<file path="src/rtl/sync_hunt_rx_pkg.sv">
// Package: shared types for the synchronous hunt receiver.
// Assumes: characters are at most 8 bits plus one parity bit.
package sync_hunt_rx_pkg;
    typedef enum logic [1:0] {
        PH_HUNT      = 2'd0,  // sliding compare against the sync pattern
        PH_SKIP_PAR  = 2'd1,  // discard the parity bit of the matched sync
        PH_DATA      = 2'd2,  // assembling data bits
        PH_PARITY    = 2'd3   // next bit is the parity bit
    } rx_phase_e;
endpackage

</file>
<file path="src/rtl/sr_rise_detect.sv">
// Module: sr_rise_detect
// Registers a slow level input once and flags the cycle in which it is
// seen high after having been low. Assumes the input is already
// synchronous to clk, or that the caller has synchronised it.
module sr_rise_detect (
    input  logic clk,
    input  logic rst_n,
    input  logic level_in,
    output logic rise
);
    logic level_q;

    // Holds the previous sample of the level.
    always_ff @(posedge clk) begin
        if (!rst_n) level_q <= 1'b0;
        else        level_q <= level_in;
    end

    assign rise = level_in & ~level_q;
endmodule

</file>
<file path="src/rtl/sr_deframer.sv">
// Module: sr_deframer
// Bit-level engine. It hunts for the sync pattern in a sliding window,
// then assembles LSB-first characters of 5..8 bits with an optional
// parity bit. It emits single-cycle pulses for delivery, parity fault and
// sync sighting. Assumes bit_strobe is already qualified by enable and
// arming, and never coincides with cmd_wr.
module sr_deframer
    import sync_hunt_rx_pkg::*;
#(
    parameter int DATA_W  = 8,
    parameter int MIN_LEN = 5
) (
    input  logic              clk,
    input  logic              rst_n,
    input  logic              bit_strobe,
    input  logic              rxd,
    input  logic [1:0]        len_code,
    input  logic              parity_en,
    input  logic              parity_even,
    input  logic [DATA_W-1:0] sync_char,
    input  logic              cmd_wr,
    input  logic              cmd_hunt,
    input  logic              force_align,
    output logic              char_valid,
    output logic [DATA_W-1:0] char_data,
    output logic              parity_bad,
    output logic              sync_seen,
    output logic              hunting
);
    localparam int IDX_W = $clog2(DATA_W);
    localparam int CNT_W = $clog2(DATA_W + 2);

    rx_phase_e         phase_q;
    logic [CNT_W-1:0]  cnt_q;
    logic [DATA_W-1:0] shift_q;
    logic [DATA_W-1:0] shift_next;
    logic [DATA_W-1:0] len_mask;
    logic [DATA_W-1:0] sync_masked;
    logic [IDX_W-1:0]  top_idx;
    logic              last_data;
    logic              window_hit;
    logic              par_expect;

    assign top_idx = IDX_W'(MIN_LEN - 1) + IDX_W'(len_code);

    // Builds the mask of valid character bits for the selected length.
    always_comb begin
        for (int i = 0; i < DATA_W; i++) begin
            len_mask[i] = (i <= int'(top_idx));
        end
    end

    // Shifts right and places the new bit at the top of the character.
    always_comb begin
        shift_next          = shift_q >> 1;
        shift_next[top_idx] = rxd;
    end

    assign sync_masked = sync_char & len_mask;
    assign window_hit  = (shift_next == sync_masked);
    assign last_data   = (cnt_q == CNT_W'(top_idx));
    assign par_expect  = (^shift_q) ^ ~parity_even;
    assign hunting     = (phase_q == PH_HUNT);

    // Derives the per-bit event pulses from the current phase.
    always_comb begin
        char_valid = bit_strobe &&
                     (((phase_q == PH_DATA) && last_data && !parity_en) ||
                      (phase_q == PH_PARITY));
        char_data  = (phase_q == PH_PARITY) ? shift_q : shift_next;
        parity_bad = bit_strobe && (phase_q == PH_PARITY) && (rxd != par_expect);
        sync_seen  = (bit_strobe && (phase_q == PH_HUNT) && window_hit) ||
                     (char_valid && (char_data == sync_masked));
    end

    // Advances the hunt / data / parity sequence on each accepted bit.
    always_ff @(posedge clk) begin
        if (!rst_n) begin
            phase_q <= PH_DATA;
            cnt_q   <= '0;
            shift_q <= '0;
        end else if (cmd_wr) begin
            phase_q <= cmd_hunt ? PH_HUNT : PH_DATA;
            cnt_q   <= '0;
            shift_q <= '0;
        end else if (force_align) begin
            phase_q <= PH_DATA;
            cnt_q   <= '0;
            shift_q <= '0;
        end else if (bit_strobe) begin
            unique case (phase_q)
                PH_HUNT: begin
                    if (window_hit) begin
                        phase_q <= parity_en ? PH_SKIP_PAR : PH_DATA;
                        shift_q <= '0;
                        cnt_q   <= '0;
                    end else begin
                        shift_q <= shift_next;
                    end
                end
                PH_SKIP_PAR: begin
                    phase_q <= PH_DATA;
                end
                PH_DATA: begin
                    if (last_data && parity_en) begin
                        phase_q <= PH_PARITY;
                        shift_q <= shift_next;
                        cnt_q   <= cnt_q + 1'b1;
                    end else if (last_data) begin
                        shift_q <= '0;
                        cnt_q   <= '0;
                    end else begin
                        shift_q <= shift_next;
                        cnt_q   <= cnt_q + 1'b1;
                    end
                end
                PH_PARITY: begin
                    phase_q <= PH_DATA;
                    shift_q <= '0;
                    cnt_q   <= '0;
                end
                default: phase_q <= PH_DATA;
            endcase
        end
    end


    // window_stable_chk
    window_stable_chk: assert property (@(posedge clk) disable iff (!rst_n)
        (!bit_strobe && !cmd_wr && !force_align) |=> $stable(shift_q));


    // bit_count_bound_chk
    bit_count_bound_chk: assert property (@(posedge clk) disable iff (!rst_n)
        cnt_q <= CNT_W'(DATA_W));
endmodule

</file>
<file path="src/rtl/sr_status.sv">
// Module: sr_status
// Receive buffer and status flags: ready, overrun, parity error and sync
// detect. Assumes the event pulses last one cycle each.
module sr_status #(
    parameter int DATA_W = 8
) (
    input  logic              clk,
    input  logic              rst_n,
    input  logic              char_valid,
    input  logic [DATA_W-1:0] char_data,
    input  logic              parity_bad,
    input  logic              sync_seen,
    input  logic              ext_sync_hit,
    input  logic              cmd_wr,
    input  logic              cmd_err_clr,
    input  logic              status_rd,
    input  logic              data_rd,
    output logic [DATA_W-1:0] rx_data,
    output logic              rx_ready,
    output logic              overrun_err,
    output logic              parity_err,
    output logic              syndet
);
    // Loads the receive buffer and tracks whether it has been read.
    always_ff @(posedge clk) begin
        if (!rst_n) begin
            rx_data  <= '0;
            rx_ready <= 1'b0;
        end else if (char_valid) begin
            rx_data  <= char_data;
            rx_ready <= 1'b1;
        end else if (data_rd) begin
            rx_ready <= 1'b0;
        end
    end

    // Maintains the sticky error flags.
    always_ff @(posedge clk) begin
        if (!rst_n) begin
            overrun_err <= 1'b0;
            parity_err  <= 1'b0;
        end else begin
            if (char_valid && rx_ready && !data_rd) overrun_err <= 1'b1;
            else if (cmd_wr && cmd_err_clr)         overrun_err <= 1'b0;
            if (parity_bad)                          parity_err  <= 1'b1;
            else if (cmd_wr && cmd_err_clr)         parity_err  <= 1'b0;
        end
    end

    // Sets sync detect on a sighting; clears it on status read or command.
    always_ff @(posedge clk) begin
        if (!rst_n)                        syndet <= 1'b0;
        else if (sync_seen || ext_sync_hit) syndet <= 1'b1;
        else if (status_rd || cmd_wr)      syndet <= 1'b0;
    end


    // ready_rise_chk
    ready_rise_chk: assert property (@(posedge clk) disable iff (!rst_n)
        $rose(rx_ready) |-> $past(char_valid));


    // overrun_set_chk
    overrun_set_chk: assert property (@(posedge clk) disable iff (!rst_n)
        (char_valid && rx_ready && !data_rd) |=> overrun_err);


    // syndet_clear_chk
    syndet_clear_chk: assert property (@(posedge clk) disable iff (!rst_n)
        (status_rd && !sync_seen && !ext_sync_hit) |=> !syndet);
endmodule

</file>
<file path="src/rtl/sync_hunt_rx.sv">
// Module: sync_hunt_rx (top)
// Synchronous receiver with sync-character hunt, internal or external
// alignment, and a sync-detect pin. Assumes rxc and syn_in are slow
// relative to clk and already synchronous to it.
module sync_hunt_rx #(
    parameter int DATA_W  = 8,
    parameter int MIN_LEN = 5
) (
    input  logic              clk,
    input  logic              rst_n,
    input  logic              rxc,
    input  logic              rxd,
    input  logic              rx_enable,
    input  logic [1:0]        len_code,
    input  logic              parity_en,
    input  logic              parity_even,
    input  logic              ext_sync_mode,
    input  logic [DATA_W-1:0] sync_char,
    input  logic              syn_in,
    input  logic              cmd_wr,
    input  logic              cmd_hunt,
    input  logic              cmd_err_clr,
    input  logic              status_rd,
    input  logic              data_rd,
    output logic [DATA_W-1:0] rx_data,
    output logic              rx_ready,
    output logic              parity_err,
    output logic              overrun_err,
    output logic              syndet,
    output logic              hunting,
    output logic              syndet_out,
    output logic              syndet_oe
);
    logic rxc_rise;
    logic syn_rise;
    logic ext_armed_q;
    logic ext_hit;
    logic bit_strobe;
    logic char_valid;
    logic parity_bad;
    logic sync_seen;
    logic [DATA_W-1:0] char_data;

    sr_rise_detect u_rxc_edge (
        .clk      (clk),
        .rst_n    (rst_n),
        .level_in (rxc),
        .rise     (rxc_rise)
    );

    sr_rise_detect u_syn_edge (
        .clk      (clk),
        .rst_n    (rst_n),
        .level_in (syn_in),
        .rise     (syn_rise)
    );

    assign ext_hit = ext_sync_mode && syn_rise;

    // Tracks whether the external sync input has fired since the last hunt.
    always_ff @(posedge clk) begin
        if (!rst_n)                 ext_armed_q <= 1'b0;
        else if (ext_hit)           ext_armed_q <= 1'b1;
        else if (cmd_wr && cmd_hunt) ext_armed_q <= 1'b0;
    end

    assign bit_strobe = rxc_rise && rx_enable && !cmd_wr && !ext_hit &&
                        (!ext_sync_mode || ext_armed_q);

    sr_deframer #(
        .DATA_W  (DATA_W),
        .MIN_LEN (MIN_LEN)
    ) u_deframer (
        .clk         (clk),
        .rst_n       (rst_n),
        .bit_strobe  (bit_strobe),
        .rxd         (rxd),
        .len_code    (len_code),
        .parity_en   (parity_en),
        .parity_even (parity_even),
        .sync_char   (sync_char),
        .cmd_wr      (cmd_wr),
        .cmd_hunt    (cmd_hunt),
        .force_align (ext_hit),
        .char_valid  (char_valid),
        .char_data   (char_data),
        .parity_bad  (parity_bad),
        .sync_seen   (sync_seen),
        .hunting     (hunting)
    );

    sr_status #(
        .DATA_W (DATA_W)
    ) u_status (
        .clk          (clk),
        .rst_n        (rst_n),
        .char_valid   (char_valid),
        .char_data    (char_data),
        .parity_bad   (parity_bad),
        .sync_seen    (sync_seen),
        .ext_sync_hit (ext_hit),
        .cmd_wr       (cmd_wr),
        .cmd_err_clr  (cmd_err_clr),
        .status_rd    (status_rd),
        .data_rd      (data_rd),
        .rx_data      (rx_data),
        .rx_ready     (rx_ready),
        .overrun_err  (overrun_err),
        .parity_err   (parity_err),
        .syndet       (syndet)
    );

    assign syndet_oe  = !ext_sync_mode;
    assign syndet_out = syndet_oe && syndet;


    // ext_gate_chk
    ext_gate_chk: assert property (@(posedge clk) disable iff (!rst_n)
        (ext_sync_mode && !ext_armed_q) |-> !bit_strobe);
endmodule

</file>
<file path="config.mk">
export PLATFORM = sky130hd
export DESIGN_NAME = sync_hunt_rx
export DESIGN_NICKNAME = d
export VERILOG_FILES = /design/src/rtl/sync_hunt_rx_pkg.sv /design/src/rtl/sr_rise_detect.sv /design/src/rtl/sr_deframer.sv /design/src/rtl/sr_status.sv /design/src/rtl/sync_hunt_rx.sv
export SDC_FILE = /design/constraint.sdc
export NUM_CORES = 1
export LEC_CHECK = 0
export BUFFER_PORTS_ARGS = -buffer_cell sky130_fd_sc_hd__buf_4
export CORE_ASPECT_RATIO = 0.75
export CORE_UTILIZATION = 40
export DETAILED_ROUTE_END_ITERATION = 16
export PLACE_DENSITY = 0.62
export SLEW_MARGIN = 5
export SYNTH_ARGS = -nofsm -noshare
export SYNTH_HDL_FRONTEND = slang
export SYNTH_SLANG_ARGS = --single-unit
</file>
<file path="constraint.sdc">
create_clock -name clk -period 6 [get_ports clk]
set_clock_uncertainty 0.15 [all_clocks]
set_input_delay 0.9 -clock clk [delete_from_list [all_inputs] [get_ports clk]]
set_output_delay 0.9 -clock clk [all_outputs]
set_load 0.01 [all_outputs]
</file>
Word level (Yosys, flattened, before mapping)
Index checks and enable logic that the tools add are counted.
{"block": "totals", "in_bits": 24, "word_cells": 113, "ff_bits": 29, "output_inout_bits": 15}
{"block": "classes", "eq_ne": 10, "n_addsub": 2, "n_lt_le_gt_ge": 9, "n_bitwise": 8, "reduce_logical": 44, "muxes": 29}
{"cell": "$mux 8", "count": 4}
{"cell": "$pmux 8 s3", "count": 1}
{"cell": "$logic_and 1x1->1", "count": 20}
{"cell": "$eq 8x8->1", "count": 2}
{"cell": "$mux 2", "count": 7}
{"cell": "$le 3x3->1 const A", "count": 4}
{"cell": "$mux 4", "count": 3}
{"cell": "$pmux 4 s3", "count": 1}
{"cell": "$mux 1", "count": 10}
{"cell": "$reduce_bool 2->1", "count": 5}
{"cell": "$and 8x8->8", "count": 1}
{"cell": "$bwmux 8", "count": 1}
{"cell": "$reduce_xor 8->1", "count": 1}
{"cell": "$le 2x3->1 const A", "count": 2}
{"cell": "$pmux 2 s3", "count": 1}
{"cell": "$reduce_and 3->1", "count": 2}
{"cell": "$reduce_bool 3->1", "count": 2}
{"cell": "$logic_not 1->1", "count": 5}
{"cell": "$logic_or 1x1->1", "count": 5}
{"cell": "$add 4x1->4 const B", "count": 1}
{"cell": "$eq 2x2->1 const B", "count": 2}
{"cell": "$eq 4x3->1", "count": 1}
{"cell": "$lt 3x4->1 const B", "count": 1}
{"cell": "$ne 4x2->1 const B", "count": 1}
{"cell": "other kinds (15)", "count": 19}

Depth between registers and ports, before layout
{"block": "logic_depth", "ltp_word": 12, "ltp_mapped": 9, "depth_no_buf": 6}

Hierarchy
Synthesis repeated with hierarchy kept, for this count alone.
{"block": "unflattened", "hier_cells": 254, "area_unflattened_um2": 2107.0}
{"module": "sr_deframer", "cells_per_inst": 200, "seq_area_each_um2": 280.3, "area_per_inst_um2": 1498.9, "instances": 1}
{"module": "sr_status", "cells_per_inst": 39, "seq_area_each_um2": 240.2, "area_per_inst_um2": 451.7, "instances": 1}
{"module": "sr_rise_detect", "cells_per_inst": 3, "seq_area_each_um2": 20.0, "area_per_inst_um2": 40.0, "instances": 2}
{"module": "sync_hunt_rx", "cells_per_inst": 9, "seq_area_each_um2": 20.0, "area_per_inst_um2": 76.3, "instances": 1}

Least setup slack after synthesis
OpenSTA, ideal clock, no wires.
{"block": "synth_path", "kind": "input port to flip-flop", "start": "input port len_code[0]", "end": "register u_deframer.phase_q[1]", "n_path_buf": 1, "setup_slack_ns": 3.384, "cell_stages": 7, "setup_time_ns": 0.134, "t_required_ns": 5.716, "t_arrival_ns": 2.332, "path_cell_list": "buf_6 or4b_1 o31ai_1 nor4_1 o211ai_2 nor3_2 or4b_1"}
{"block": "synth_via", "elab_chain_len": 9, "elab_cells_between_ends": 21, "cone_classes": "add/sub: 1; order compare: 9; eq/ne: 4; mux: 3; bitwise: 1; reduce/logical: 3"}
{"item": "from (decl)", "line_no": "sync_hunt_rx.sv:14", "source": "input logic [1:0] len_code,"}
{"item": "$add 3x2->3 *", "line_no": "sr_deframer.sv:44", "source": "assign top_idx = IDX_W'(MIN_LEN - 1) + IDX_W'(len_code);"}
{"item": "$lt 3x4->1 (implied by the code) or $ge 3x1->1 (tied branches)", "line_no": "sr_deframer.sv:56", "source": "shift_next[top_idx] = rxd;"}
{"item": "$logic_and 1x1->1 (implied by the code)", "line_no": "sr_deframer.sv:56"}
{"item": "$mux 1 (implied by the code)", "line_no": "sr_deframer.sv:56"}
{"item": "$demux 1 s3"}
{"item": "$bwmux 8", "line_no": "sr_deframer.sv:56"}
{"item": "$eq 8x8->1", "line_no": "sr_deframer.sv:60", "source": "assign window_hit = (shift_next == sync_masked);"}
{"item": "$ne 4x2->1 (no line)"}
{"item": "$reduce_and 3->1 (no line) *"}
{"item": "to (signal assigned)", "line_no": "sr_deframer.sv:83", "source": "phase_q <= cmd_hunt ? PH_HUNT : PH_DATA;"}
{"item": "to (signal assigned)", "line_no": "sr_deframer.sv:94", "source": "phase_q <= parity_en ? PH_SKIP_PAR : PH_DATA;"}
{"item": "to (decl)", "line_no": "sr_deframer.sv:33", "source": "rx_phase_e phase_q;"}
Mark *: on every way between the ends. The rest lies on a longest branch, timed or not.
A chain may end at the register's enable or synchronous reset.

Worst setup path after layout
{"block": "layout_path", "start": "input port ext_sync_mode", "end": "register u_status.rx_data[3]"}
{"block": "layout_via", "elab_chain_len": 5, "elab_cells_between_ends": 7, "cone_classes": "reduce/logical: 7"}
{"item": "from (decl)", "line_no": "sync_hunt_rx.sv:17", "source": "input logic ext_sync_mode,"}
{"item": "$logic_and 1x1->1", "line_no": "sync_hunt_rx.sv:58", "source": "assign ext_hit = ext_sync_mode && syn_rise;"}
{"item": "$logic_not 1->1", "line_no": "sync_hunt_rx.sv:67", "source": "assign bit_strobe = rxc_rise && rx_enable && !cmd_wr && !ext_hit &&"}
{"item": "$logic_and 1x1->1", "line_no": "sync_hunt_rx.sv:67"}
{"item": "$logic_and 1x1->1 *", "line_no": "sync_hunt_rx.sv:67"}
{"item": "$logic_and 1x1->1 *", "line_no": "sr_deframer.sv:67", "source": "char_valid = bit_strobe &&"}
{"item": "to (signal assigned)", "line_no": "sr_status.sv:30", "source": "rx_data <= char_data;"}
{"item": "to (decl)", "line_no": "sr_status.sv:18", "source": "output logic [DATA_W-1:0] rx_data,"}
Marks and branches as above.

==> out/results.ini <==
[outcome]
status = finished with violations
violations = DRC

[power_and_ir_drop]
power_frac_seq = 0.447
switching_share = 0.2561
clkPwrFrac = 0.408
p_sw_w = 0.0001123
p_comb_frac = 0.145
p_per_area_nw_per_um2 = 184.2
p_int_w = 0.0003262
ir_drop_mv = 0.09034
p_leak_nw = 0.9208

[synth]
netlist_area_sq_um = 2028
syn_nets = 284
synthArstFlopShare = 0
yosysTopAreaCell = dfxtp_1
syn_inst = 259
synth_edf_count = 0
yosys_most_used_dff = dfxtp_1
yosysWarnings = 0
yosys-top-cells-area = dfxtp_1, xnor2_1, nand2_1, mux2i_1, a21oi_1
synth_top_cell_area_share = 0.2862
ys_seq_elements = 29
ys_types = 55
syn_avg_cell_area_sq_um = 7.831
yosysSeqAreaShare = 0.2862

[clock_network]
cts_resized = 0
cts_hold_buf = 0
clock_path_buffers = 2
post-cts-setup-buffers = 0
root_buffer = clkbuf_8
clkTransAtPathRegs_ns = 0.07
numCtsBuffers = 5
clock_latency_ns = 0.28
tritoncts = built
cts.sinks = 29
cts_max_level = 2

[floorplanning]
initial_core_util = 0.4163
ios = 39
die_w_microns = 84.23
dieArea_sq_um = 5362
core_sq_um = 4872
rows = 22
die_h_microns = 63.67

[placed_design]
port_buffers = 38
place_hpwl_mm = 3.713
place_congestion = 0.8657

[grt]
grt_pass1_wl_mm = 8.542
grt_max_degree = 21
grt-ovfl-total = 0
grt_pass1_vias = 1633
antenna_found_initial = 0
track_usage = 0.2047

[routing]
viasPerCell = 5.548
met3WireLength_microns = 247
wl_per_cell_microns = 14.91
dr.pass1.iters = 10
drtAntennaViolNets = 0
met1Wirelength_mm = 2.552
drtIter0Drc = 104
highest_layer = met4
wl_met2_mm = 2.265
drc = 2
vias = 1903
finalWirelength_mm = 5.115

[worst_setup_path]
start_kind = input port
path_max_fanout = 16
crit_top_cell = o211a_1
worstPathRequired_ns = 6.03
crit_slowest_cell = o211a_1
path_class = in2reg
worstPathArrival_ns = 2.68
end_kind = flip-flop
crit_chain = buf_4 > and3b_1 > nor2_2 > o211a_1 > o211a_1 > nor2_1 > a311oi_1
max_stage_delay_ns = 0.55

[sta]
finalCritPeriodShare = 0.4404
tns_ns = 0
finalSetupViolCount = 0
hold_viol = 0
layout_min_cycle_time_ns = 2.642
timing.fmax_ghz = 0.3785
tightest_slew_ns = 0.8251
rsz0062_at_grt = no
report.final.slew_viol_count = 0
slew_headroom = 0.4457

[cells_and_area]
final_common_cell = buf_4
finish.net_count = 307
diodes = 0
syn_to_final_growth_pct = 17.33
postLayoutCoreUtil = 0.4884
mostFrequentLayoutCells = buf_4, nand2_1, dfxtp_1
drive_gt1_frac = 0.1873

[worst_hold_path]
hp-class = reg2reg

[job]
drv_cap = 0

## per-layer routing
metal / GRT usage / vias up
met3: 0.04718 / 6
met4: 0.04526 / 0
met5: 0 / -
met2: 0.3023 / 42
li1: - / 980
met1: 0.2998 / 875
## critical path: cells and delay by family
kind / cells / cell delay (ns)
and+or+nand+nor: 3 / 0.48
AOI/OAI and AO/OA: 3 / 1.18
buffers and inverters: 1 / 0.12
## cells in the mapped netlist (2+ instances only)
library cell / n
nand2_1: 33
dfxtp_1: 29
nor2_1: 21
a21oi_1: 19
xnor2_1: 18
clkbuf_1: 12
mux2i_1: 11
inv_1: 8
nand3_1: 8
buf_2: 7
o211a_1: 6
a211oi_1: 5
a221oi_1: 5
nor2b_1: 5
nor3_1: 5
and2_1: 4
nor4_1: 4
o21ai_0: 4
a311oi_1: 3
nand3b_1: 3
nor3b_1: 3
o211ai_1: 3
o221ai_1: 3
or4b_1: 3
xor2_1: 3
buf_6: 2
o21ai_1: 2
o21bai_1: 2
o31ai_1: 2
## registers in the layout (all words and copies together) (netlist names)
signal / flops
ext_armed_q: 1
u_deframer.cnt_q: 4
u_deframer.phase_q: 2
u_deframer.shift_q: 8
u_rxc_edge.level_q: 1
u_status.overrun_err: 1
u_status.parity_err: 1
u_status.rx_data: 8
u_status.rx_ready: 1
u_status.syndet: 1
u_syn_edge.level_q: 1
## final timing paths
| path | from | endpoint | slack [ns] | cells after the start |
|---|---|---|---|---|
| worst min register to register | u_deframer.cnt_q[3] | u_deframer.cnt_q[3] | 0.33 | 2 |
| worst max register to register | u_syn_edge.level_q | u_status.rx_data[3] | 3.80 | 6 |
| worst min-delay path | u_deframer.cnt_q[3] | u_deframer.cnt_q[3] | 0.33 | 2 |
| worst max-delay path | ext_sync_mode | u_status.rx_data[3] | 3.36 | 7 |
## per-stage QoR
stage	hold slack (ns)	worst slack [ns]	power, W	cell area, sq um	cells
2_1_floorplan	0.2995	3.384	0.0002396	2028	259
3_3_place_gp	0.3152	3.066	0.0002634	2278	335
3_5_place_dp	0.3198	3.053	0.0002639	2278	335
4_1_cts	0.3292	3.343	0.0004433	2380	343
5_1_grt	0.3526	3.157	0.0004596	2380	343
6_report	0.3309	3.358	0.0004385	2380	343
## cell type report
| class | instances | area [sq um] |
|---|---|---|
| Inverter | 8 | 30.03 |
| Timing Repair Buffer | 38 | 285.3 |
| Multi-Input combinational cell | 200 | 1308 |
| Tap cell | 60 | 75.07 |
| Clock buffer | 7 | 96.34 |
| Fill cell | 496 | 2492 |
| Sequential cell | 29 | 580.6 |
| Clock inverter | 1 | 5.005 |
## cell families after synthesis
| group | after synthesis | synth area share |
|---|---|---|
| AOI/OAI and AO/OA | 68 | 0.2443 |
| adders and majority gates | 1 | 0.006168 |
| muxes | 12 | 0.05984 |
| xor gates and xnor gates | 21 | 0.09069 |
| DFF | 29 | 0.2862 |
| buffers and inverters | 30 | 0.06909 |
| and+or+nand+nor | 98 | 0.2437 |
## power groups by stage
stage               clock, W  combinational [W]  sequential [W]
floorplan                  0          0.0000400        0.000200
global placement           0          0.0000629        0.000201
detailed placement         0          0.0000634        0.000200
CTS                 0.000184          0.0000636        0.000196
global route        0.000193          0.0000704        0.000196
finish              0.000179          0.0000635        0.000196
Power figures use the tool's default switching activity.
